<file path="src/rtl/bist_pkg.sv">
package bist_pkg;

  typedef enum logic [3:0] {
    ST_IDLE,
    ST_INIT,
    ST_FETCH,
    ST_DECODE,
    ST_IRD,
    ST_IWT,
    ST_ICMP,
    ST_WR,
    ST_RD,
    ST_WT,
    ST_CMP,
    ST_REST,
    ST_NEXT,
    ST_DONE
  } bist_state_t;

  localparam logic [2:0] TGT_S0 = 3'd0;
  localparam logic [2:0] TGT_S1 = 3'd1;
  localparam logic [2:0] TGT_S2 = 3'd2;
  localparam logic [2:0] TGT_TR = 3'd3;

endpackage

</file>
<file path="src/rtl/bist_decode.sv">
module bist_decode #(
  parameter int AW         = 12,
  parameter int TW         = 4,
  parameter int LO_ADDR    = 256,
  parameter int HI_ADDR    = 3583,
  parameter int TASK_LIMIT = 14
) (
  input  logic [AW+2:0] word,
  output logic [2:0]    code,
  output logic [AW-1:0] addr,
  output logic [TW-1:0] tidx,
  output logic          legal
);
  import bist_pkg::*;

  assign code = word[AW+2 -: 3];
  assign addr = word[AW-1:0];
  assign tidx = word[AW-1 -: TW];

  always_comb begin
    case (code)
      TGT_S0, TGT_S1, TGT_S2:
        legal = (addr >= AW'(LO_ADDR)) && (addr <= AW'(HI_ADDR));
      TGT_TR:
        legal = (int'(tidx) < TASK_LIMIT);
      default:
        legal = 1'b0;
    endcase
  end

endmodule

</file>
<file path="src/rtl/bist_counters.sv">
module bist_counters #(
  parameter int NCNT  = 4,
  parameter int CNT_W = 16
) (
  input  logic                       clk,
  input  logic                       rst,
  input  logic                       clr,
  input  logic [NCNT-1:0]            inc,
  output logic [NCNT-1:0][CNT_W-1:0] cnt
);

  for (genvar g = 0; g < NCNT; g++) begin : g_cnt
    always_ff @(posedge clk) begin
      if (rst || clr)
        cnt[g] <= '0;
      else if (inc[g])
        cnt[g] <= cnt[g] + 1'b1;
    end
  end

endmodule

</file>
<file path="src/rtl/bist_ctrl.sv">
module bist_ctrl #(
  parameter int DW         = 16,
  parameter int AW         = 12,
  parameter int TW         = 4,
  parameter int CS2W       = 4,
  parameter int LO_ADDR    = 256,
  parameter int HI_ADDR    = 3583,
  parameter int TASK_LIMIT = 14,
  parameter int ITERS      = 1000,
  parameter int CNT_W      = 16
) (
  input  logic             clk,
  input  logic             rst,
  input  logic             start,
  input  logic             loop_mode,
  input  logic [DW-1:0]    sel_word,
  input  logic [DW-1:0]    pattern,
  output logic [AW-1:0]    cs_addr,
  output logic [2:0]       cs_we,
  output logic [DW-1:0]    cs_wdata,
  input  logic [DW-1:0]    cs_rdata0,
  input  logic [DW-1:0]    cs_rdata1,
  input  logic [CS2W-1:0]  cs_rdata2,
  output logic [TW-1:0]    tr_addr,
  output logic             tr_we,
  output logic [DW-1:0]    tr_wdata,
  input  logic [DW-1:0]    tr_rdata,
  output logic             busy,
  output logic             done,
  output logic             pass,
  output logic             err_pattern,
  output logic             err_index,
  output logic             err_addr,
  output logic [2:0]       fail_target,
  output logic [AW-1:0]    fail_addr,
  output logic [DW-1:0]    fail_exp,
  output logic [DW-1:0]    fail_act,
  output logic [CNT_W-1:0] cnt_s0,
  output logic [CNT_W-1:0] cnt_s1,
  output logic [CNT_W-1:0] cnt_s2,
  output logic [CNT_W-1:0] cnt_tr
);
  import bist_pkg::*;

  localparam int NTASK = 1 << TW;
  localparam int ITW   = $clog2(ITERS + 1);
  localparam int SELW  = AW + 3;

  bist_state_t     state;
  logic [TW-1:0]   init_idx;
  logic [DW-1:0]   cur_word;
  logic [DW-1:0]   cur_pat;
  logic            have_word;
  logic [ITW-1:0]  iter;
  logic [DW-1:0]   rd_q;

  logic [2:0]      code;
  logic [AW-1:0]   addr;
  logic [TW-1:0]   tidx;
  logic            legal;
  logic [DW-1:0]   exp_val;
  logic [3:0]      inc;
  logic [3:0][CNT_W-1:0] cnt;
  logic            any_err;

  bist_decode #(
    .AW(AW), .TW(TW), .LO_ADDR(LO_ADDR), .HI_ADDR(HI_ADDR), .TASK_LIMIT(TASK_LIMIT)
  ) u_dec (
    .word  (cur_word[DW-1 -: SELW]),
    .code  (code),
    .addr  (addr),
    .tidx  (tidx),
    .legal (legal)
  );

  always_comb begin
    inc = '0;
    if (state == ST_NEXT && legal)
      inc[code[1:0]] = 1'b1;
  end

  bist_counters #(.NCNT(4), .CNT_W(CNT_W)) u_cnt (
    .clk (clk),
    .rst (rst),
    .clr (start),
    .inc (inc),
    .cnt (cnt)
  );

  assign cnt_s0 = cnt[0];
  assign cnt_s1 = cnt[1];
  assign cnt_s2 = cnt[2];
  assign cnt_tr = cnt[3];

  assign exp_val = (code == TGT_S2) ? DW'(cur_pat[DW-1 -: CS2W]) : cur_pat;
  assign any_err = err_pattern | err_index | err_addr;

  // memory ports decoded from registered state
  assign cs_addr  = addr;
  assign cs_we    = (state == ST_WR && code < TGT_TR) ? 3'(3'b001 << code[1:0]) : 3'b000;
  assign cs_wdata = exp_val;
  assign tr_addr  = (state == ST_INIT) ? init_idx : tidx;
  assign tr_we    = (state == ST_INIT) || (state == ST_REST) ||
                    (state == ST_WR && code == TGT_TR);
  always_comb begin
    case (state)
      ST_INIT: tr_wdata = DW'(init_idx);
      ST_REST: tr_wdata = DW'(tidx);
      default: tr_wdata = cur_pat;
    endcase
  end

  assign busy = (state != ST_IDLE) && (state != ST_DONE);
  assign done = (state == ST_DONE);
  assign pass = (state == ST_DONE) && !any_err;

  always_ff @(posedge clk) begin
    if (rst) begin
      state       <= ST_IDLE;
      init_idx    <= '0;
      cur_word    <= '0;
      cur_pat     <= '0;
      have_word   <= 1'b0;
      iter        <= '0;
      rd_q        <= '0;
      err_pattern <= 1'b0;
      err_index   <= 1'b0;
      err_addr    <= 1'b0;
      fail_target <= '0;
      fail_addr   <= '0;
      fail_exp    <= '0;
      fail_act    <= '0;
    end else if (start) begin
      state       <= ST_INIT;
      init_idx    <= '0;
      have_word   <= 1'b0;
      iter        <= '0;
      err_pattern <= 1'b0;
      err_index   <= 1'b0;
      err_addr    <= 1'b0;
      fail_target <= '0;
      fail_addr   <= '0;
      fail_exp    <= '0;
      fail_act    <= '0;
    end else begin
      case (state)
        ST_INIT: begin
          init_idx <= init_idx + 1'b1;
          if (init_idx == TW'(NTASK - 1))
            state <= ST_FETCH;
        end
        ST_FETCH: begin
          if (!(loop_mode && have_word)) begin
            cur_word <= sel_word;
            cur_pat  <= pattern;
          end
          have_word <= 1'b1;
          state     <= ST_DECODE;
        end
        ST_DECODE: begin
          if (!legal) begin
            err_addr    <= 1'b1;
            fail_target <= code;
            fail_addr   <= (code == TGT_TR) ? AW'(tidx) : addr;
            state       <= ST_NEXT;
          end else if (code == TGT_TR) begin
            state <= ST_IRD;
          end else begin
            state <= ST_WR;
          end
        end
        ST_IRD: state <= ST_IWT;
        ST_IWT: begin
          rd_q  <= tr_rdata;
          state <= ST_ICMP;
        end
        ST_ICMP: begin
          if (rd_q != DW'(tidx)) begin
            err_index   <= 1'b1;
            fail_target <= TGT_TR;
            fail_addr   <= AW'(tidx);
            fail_exp    <= DW'(tidx);
            fail_act    <= rd_q;
          end
          state <= ST_WR;
        end
        ST_WR: state <= ST_RD;
        ST_RD: state <= ST_WT;
        ST_WT: begin
          case (code)
            TGT_S0:  rd_q <= cs_rdata0;
            TGT_S1:  rd_q <= cs_rdata1;
            TGT_S2:  rd_q <= DW'(cs_rdata2);
            default: rd_q <= tr_rdata;
          endcase
          state <= ST_CMP;
        end
        ST_CMP: begin
          if (rd_q != exp_val) begin
            err_pattern <= 1'b1;
            fail_target <= code;
            fail_addr   <= (code == TGT_TR) ? AW'(tidx) : addr;
            fail_exp    <= exp_val;
            fail_act    <= rd_q;
          end
          state <= (code == TGT_TR) ? ST_REST : ST_NEXT;
        end
        ST_REST: state <= ST_NEXT;
        ST_NEXT: begin
          iter <= iter + 1'b1;
          if ((any_err && !loop_mode) || iter == ITW'(ITERS - 1))
            state <= ST_DONE;
          else
            state <= ST_FETCH;
        end
        default: state <= state;
      endcase
    end
  end

endmodule

</file>
<file path="config.mk">
export PLATFORM = sky130hd
export DESIGN_NAME = bist_ctrl
export DESIGN_NICKNAME = d
export VERILOG_FILES = /design/src/rtl/bist_pkg.sv /design/src/rtl/bist_decode.sv /design/src/rtl/bist_counters.sv /design/src/rtl/bist_ctrl.sv
export SDC_FILE = /design/constraint.sdc
export NUM_CORES = 1
export LEC_CHECK = 0
export BUFFER_PORTS_ARGS = -buffer_cell sky130_fd_sc_hd__buf_2
export CORE_MARGIN = 2
export CORE_UTILIZATION = 40
export CTS_CLUSTER_DIAMETER = 120
export DETAILED_ROUTE_END_ITERATION = 12
export GPL_ROUTABILITY_DRIVEN = 0
export GPL_TIMING_DRIVEN = 0
export REMOVE_ABC_BUFFERS = 1
export SLEW_MARGIN = 10
export SYNTH_ARGS = -nofsm -noshare
export SYNTH_HDL_FRONTEND = slang
export SYNTH_SLANG_ARGS = --single-unit
</file>
<file path="constraint.sdc">
create_clock -name clk -period 2.9 [get_ports clk]
set_input_delay 0.435 -clock clk [delete_from_list [all_inputs] [get_ports clk]]
set_output_delay 0.435 -clock clk [all_outputs]
set_load 0.01 [all_outputs]
</file>
# Word level (Yosys, flattened, before mapping)
# Cells that the tools add are included.
# Widths: inputs -> output; s select.
# op_classes
n_reduce_logical	33
bitwise	5
addsub	6
n_lt_le_gt_ge	6
eq_ne	26
muxes	32
shift	1
# ops
operator	count
$pmux 16 s2	4
$mux 16	5
$add 16x1->16 const B	4
$mux 12	4
$pmux 16 s3	1
$pmux 4 s12	1
$pmux 12 s3	1
$eq 4x4->1 const B	7
$mux 4	5
$eq 4x3->1 const B	4
$ne 16x16->1	1
$ne 16x4->1	1
$mux 3	5
$reduce_bool 13->1	1
$ge 12x9->1 const B	1
$le 12x12->1 const B	1
$reduce_and 2->1	6
$reduce_bool 12->1	1
$add 10x1->10 const B	1
$eq 10x10->1 const B	1
$logic_and 1x1->1	9
$pmux 3 s3	1
$eq 4x2->1 const B	2
$eq 3x2->1 const B	2
28 further kinds	40
# totals
register_bits	181
output_inout_bits	169
inputBits	88
wordCells	128

# Longest topological paths before layout
# depth
word_depth	7
depth_mapped	10
depth_no_buf	7

# By module
# Synthesis repeated with hierarchy kept, for this count alone.
# hier_totals
hier_cells	1144
hier_area_um2	9227.6
# by_module_without_submodules
module	seq_area_each_um2	n_inst	cells_per_inst	area_per_inst_um2
bist_ctrl	2322.2	1	802	6214.7
bist_counters	1281.2	1	319	2840.2
bist_decode	0.0	1	23	172.7

# Worst setup path before layout
# Ideal clock, no wire load.
# synth_timing
path_type	reg2reg
startpoint	register cur_word[15]
endpoint	register fail_exp[12]
required_ns	2.783
slack_ns	0.621
arrival_ns	2.162
path_stages_with_launch	10
synth_period_minus_slack_ns	2.279
n_path_buf	2
setup_ns	0.117
path_cell_list	dfxtp_1 -> buf_2 -> nor3b_2 -> mux2i_1 -> o2111ai_2 -> nor4_4 -> a21o_2 -> nor3_2 -> buf_6 -> a32o_1
# synth_between
elab_chain_cells	5
word_cells_on_any_way	7
classes_between	3 x eq/ne; 3 x mux; 1 x reduce/logical
# synth_rtl
item	line_no	text
start, declared	bist_ctrl.sv:51	logic [DW-1:0] cur_word;
start signal, assigned	bist_ctrl.sv:154	cur_word <= sel_word;
$eq 3x2->1 (*)	bist_ctrl.sv:95	assign exp_val = (code == TGT_S2) ? DW'(cur_pat[DW-1 -: CS2W]) : cur_pat;
$mux 16 (*)	bist_ctrl.sv:95	
$ne 16x16->1	bist_ctrl.sv:199	if (rd_q != exp_val) begin
$ne 2x2->1 (no source line)	--	
$reduce_and 3->1 (no source line)	--	
end signal, assigned	bist_ctrl.sv:182	fail_exp <= DW'(tidx);
end signal, assigned	bist_ctrl.sv:203	fail_exp <= exp_val;
end, declared	bist_ctrl.sv:36	output logic [DW-1:0] fail_exp,
# Mark *: on every way between the ends. The rest lies on a longest branch, timed or not. The select of a mux whose other input is x is not followed.
# A chain may end at the register's enable or synchronous reset.

# Final worst setup path
# layout_timing
startpoint	register cur_word[14]
endpoint	register fail_exp[15]
# Same word-level chain as after synthesis.

==> run_results.csv <==
group,metric,value,unit
outcome,status,"complete, no violations",
floorplanning,dieHeight,151,um
timing,finalWorstSetupSlack,140,ps
clock_tree,h_tree_lvl_count,4,
synthesis,dominantRegCellSynth,"sky130_fd_sc_hd__dfxtp_1",
min_path,tightest_hold_check_type,"in -> reg",
timing,finalCritPeriodShare,95.2,%
finish,fin_nets,1357,
setup_path,worst_path_max_delay_cell,"sky130_fd_sc_hd__or3b_4",
timing,fin_hold_ws,242,ps
clock_tree,clock_sink_count,180,
timing,achievable-frequency,362,MHz
finish,final_core_util,51.4,%
setup_path,worst_setup_path_end_kind,"register",
routing,detail-route-antenna-nets,0,
setup_path,setup.worst_path.class,"reg -> reg",
timing,worst_slew_pin_slew,1070,ps
routing,route.detailed.wl_per_inst,16.5,um
setup_path,largest_delay_contributor_family_on_the_critical_path,"simple AND/OR/NAND/NOR gates",
floorplanning,floorplan.io_pins,257,
floorplanning,core-area,21000,um^2
clock_tree,worst_skew_pair.late_latency,420,ps
synthesis,number_of_synthesized_flops_with_an_enable_pin,0,
global_route,via_count_of_the_first_global_routing_pass,7452,
clock_tree,tritoncts.num_buffers,17,
finish,post_route_cells_drive_above_1_share,27.2,%
run,max_cap_violations,0,
timing,finalHoldViolations,0,
timing,setup_viol,0,
setup_path,critical_path_buf_inv_count,0,
floorplanning,placement_rows,53,
routing,first_iter_violations,353,
synthesis,synth_cells,1049,
synthesis,yosysWarnings,0,
placement,dpl.hpwl,17900,um
routing,postRouteWirelength,25600,um
timing,slew_headroom,28.5,%
setup_path,critPathRequiredTime,3210,ps
synthesis,register_bit_count_reported_by_yosys,180,
finish,final_area,10800,um^2
setup_path,timing.critical_path.arrival,3070,ps
placement,numPortBuffers,255,
synthesis,sequential_to_total_area_share_from_yosys_stat,41.9,%
placement,placedInstanceArea,10000,um^2
global_route,grt_pass1_wl,40000,um
routing,vias,8151,
setup_path,delay_of_the_slowest_cell_on_the_worst_path,510,ps
floorplanning,floorplan.initialDensity,40.9,%
global_route,initial_antenna_violation_count,1,
power,powerDensity,455,nW/um^2
finish,synthToLayoutAreaGrowth,25.7,%
floorplanning,die_w,151,um
timing,min_cycle_time_layout,2760,ps
power,report.power.total,4.92,mW
timing,grt_setup_unrepaired,"false",
floorplanning,die-area,22700,um^2
routing,detail_route.first_pass.iterations,5,
routing,drc_errors,0,
clock_tree,clkTransAtPathRegs,70,ps
power,leakagePower,4.41,nW
setup_path,crit_chain,"or3b_4 > or3_1 > o31a_1 > nor4_4 > a21o_4 > nor3_4 > a32o_1",
timing,timing.final.max_slew_violations,0,
synthesis,async_flop_share,0,%
global_route,maximum_number_of_pins_on_one_net_before_global_route_repair,69,
timing,clock_skew,11.1,ps
global_route,grt_remaining_overflow,0,
synthesis,synthesis.area_per_instance,8.19,um^2
synthesis,synth_cell_types,66,
clock_tree,cts_tree,"done",
setup_path,cp-start-kind,"register",
clock_tree,postCtsHoldBufs,0,
clock_tree,root_buffer,"sky130_fd_sc_hd__clkbuf_16",
synthesis,netlist_area,8590,um^2
global_route,globalRouteTotalUtil,22.4,%
setup_path,worstPathMaxFanout,21,
placement,dp_worst_setup_slack,-1110,ps
finish,antenna_cells_inserted,0,
routing,viasPerCell,5.26,
power,power.ir.vdd_worst,0.252,mV
clock_tree,cts_max_path_buffers,2,
[stage by stage]
| step | setup TNS [ps] | cells |
|---|---|---|
| after global placement | -157260 | 1506 |
| after CTS | 0 | 1550 |
| final | 0 | 1551 |
| after global routing | 0 | 1551 |
| after detailed placement | -47820 | 1514 |
| after floorplan | -13380 | 976 |
[cell usage in the layout, fill, tap and decap left out, types with 3 or more instances in the layout]
cell type | netlist | layout
sky130_fd_sc_hd__a211oi_1 | 12 | 12
sky130_fd_sc_hd__o31ai_1 | 7 | 7
sky130_fd_sc_hd__inv_6 | 0 | 5
sky130_fd_sc_hd__nor2_1 | 126 | 124
sky130_fd_sc_hd__dfxtp_2 | 0 | 7
sky130_fd_sc_hd__nand3_2 | 1 | 3
sky130_fd_sc_hd__a22oi_1 | 6 | 6
sky130_fd_sc_hd__nand4_1 | 16 | 16
sky130_fd_sc_hd__nor4_4 | 3 | 4
sky130_fd_sc_hd__nand2b_1 | 8 | 8
sky130_fd_sc_hd__clkinv_4 | 0 | 3
sky130_fd_sc_hd__nand3_1 | 68 | 66
sky130_fd_sc_hd__or3_1 | 11 | 11
sky130_fd_sc_hd__xnor2_1 | 20 | 20
sky130_fd_sc_hd__nor2b_1 | 11 | 10
sky130_fd_sc_hd__mux2i_1 | 30 | 30
sky130_fd_sc_hd__o21ai_0 | 44 | 44
sky130_fd_sc_hd__and3_1 | 19 | 18
sky130_fd_sc_hd__a21oi_1 | 89 | 89
sky130_fd_sc_hd__xor2_1 | 49 | 49
sky130_fd_sc_hd__clkbuf_16 | 0 | 17
sky130_fd_sc_hd__buf_2 | 12 | 255
sky130_fd_sc_hd__a31oi_1 | 5 | 4
sky130_fd_sc_hd__a32o_1 | 12 | 12
sky130_fd_sc_hd__and2_1 | 14 | 13
sky130_fd_sc_hd__nor3_1 | 37 | 36
sky130_fd_sc_hd__or4_1 | 5 | 5
sky130_fd_sc_hd__dfxtp_1 | 180 | 171
sky130_fd_sc_hd__nand2_1 | 125 | 124
sky130_fd_sc_hd__o221ai_1 | 4 | 4
sky130_fd_sc_hd__ha_1 | 6 | 6
sky130_fd_sc_hd__mux2_2 | 4 | 4
sky130_fd_sc_hd__inv_1 | 18 | 18
sky130_fd_sc_hd__buf_4 | 5 | 5
sky130_fd_sc_hd__nor4_2 | 3 | 3
[report_power, final]
| part | internal, mW | leakage (nW) | switching [mW] |
|---|---|---|---|
| logic | 0.0790 | 2.68 | 0.0997 |
| registers | 2.47 | 1.45 | 0.00529 |
| clock network | 1.25 | 0.276 | 1.01 |
| total | 3.80 | 4.41 | 1.12 |
[worst paths after layout]
| check | slack (ps) | cells after the start | start | to |
|---|---|---|---|---|
| max reg2reg | 140 | 7 | cur_word[14] | fail_exp[15] |
| min | 240 | 3 | sel_word[14] | cur_word[14] |
| min reg2reg | 460 | 2 | fail_exp[0] | fail_exp[0] |
| max | 140 | 7 | cur_word[14] | fail_exp[15] |
[cells by family after synthesis]
kind of cell / after synthesis / synth area share (%)
flip-flops: 180 / 41.9
buffers and inverters: 91 / 4.54
AO/OA/AOI/OAI: 206 / 15.3
AND/OR/NAND/NOR: 463 / 26.3
multiplexers: 34 / 4.02
adder cells (fa/ha/maj): 6 / 0.874
XOR/XNOR: 69 / 7.03
[Yosys cell counts (3+ instances only)]
cell type,n,area (um^2)
sky130_fd_sc_hd__dfxtp_1,180,3600
sky130_fd_sc_hd__nor2_1,126,473
sky130_fd_sc_hd__nand2_1,125,469
sky130_fd_sc_hd__a21oi_1,89,445
sky130_fd_sc_hd__nand3_1,68,340
sky130_fd_sc_hd__clkbuf_1,53,199
sky130_fd_sc_hd__xor2_1,49,429
sky130_fd_sc_hd__o21ai_0,44,220
sky130_fd_sc_hd__nor3_1,37,185
sky130_fd_sc_hd__mux2i_1,30,300
sky130_fd_sc_hd__xnor2_1,20,175
sky130_fd_sc_hd__and3_1,19,119
sky130_fd_sc_hd__inv_1,18,67.6
sky130_fd_sc_hd__nand4_1,16,100
sky130_fd_sc_hd__and2_1,14,87.6
sky130_fd_sc_hd__a211oi_1,12,90.1
sky130_fd_sc_hd__a32o_1,12,120
sky130_fd_sc_hd__buf_2,12,60.1
sky130_fd_sc_hd__nor2b_1,11,68.8
sky130_fd_sc_hd__or3_1,11,68.8
sky130_fd_sc_hd__nand2b_1,8,50.1
sky130_fd_sc_hd__o31ai_1,7,52.6
sky130_fd_sc_hd__a22oi_1,6,45.0
sky130_fd_sc_hd__ha_1,6,75.1
sky130_fd_sc_hd__a31oi_1,5,31.3
sky130_fd_sc_hd__buf_4,5,37.5
sky130_fd_sc_hd__or4_1,5,37.5
sky130_fd_sc_hd__mux2_2,4,45.0
sky130_fd_sc_hd__o221ai_1,4,35.0
sky130_fd_sc_hd__nor3_2,3,30.0
sky130_fd_sc_hd__nor4_2,3,37.5
sky130_fd_sc_hd__nor4_4,3,63.8
[layer usage]
metal  global-route usage (%)  vias up  part of all wire [%]
li1                         -     4099                     -
met1                     29.1     3785                    44
met2                     37.3      239                    48
met3                     5.09       28                   6.5
met4                     6.75        0                   1.8
met5                        0        -                     0
[state kept, by name, indices dropped and copies added (netlist names)]
signal	flops
u_cnt.cnt	64
fail_target	3
fail_act	16
have_word	1
iter	10
init_idx	4
rd_q	16
err_pattern	1
state	4
cur_pat	16
fail_addr	12
err_addr	1
cur_word	15
err_index	1
fail_exp	16
[worst min-delay path, delay by kind of cell]
kind	cells	cell delay [ps]
AO/OA/AOI/OAI	1	50
buffers and inverters	1	90
AND/OR/NAND/NOR	1	40
[timing repair]
item                                    4_1_cts  5_1_grt
gates cloned                                  0        0
endpoints found under the setup margin      128       35
pin swaps                                     2        2
resized for setup                            21        8
buffers inserted                              4        1
[area by class of cell]
| cell class | count | area, um^2 |
|---|---|---|
| clock buffer | 21 | 460 |
| clock inverter | 11 | 115 |
| fill | 2080 | 10200 |
| inverter | 18 | 67.6 |
| multi-input combinational | 778 | 4730 |
| sequential | 180 | 3620 |
| tap | 275 | 344 |
| timing repair buffer | 268 | 1460 |
(Power assumes the default switching activity.)
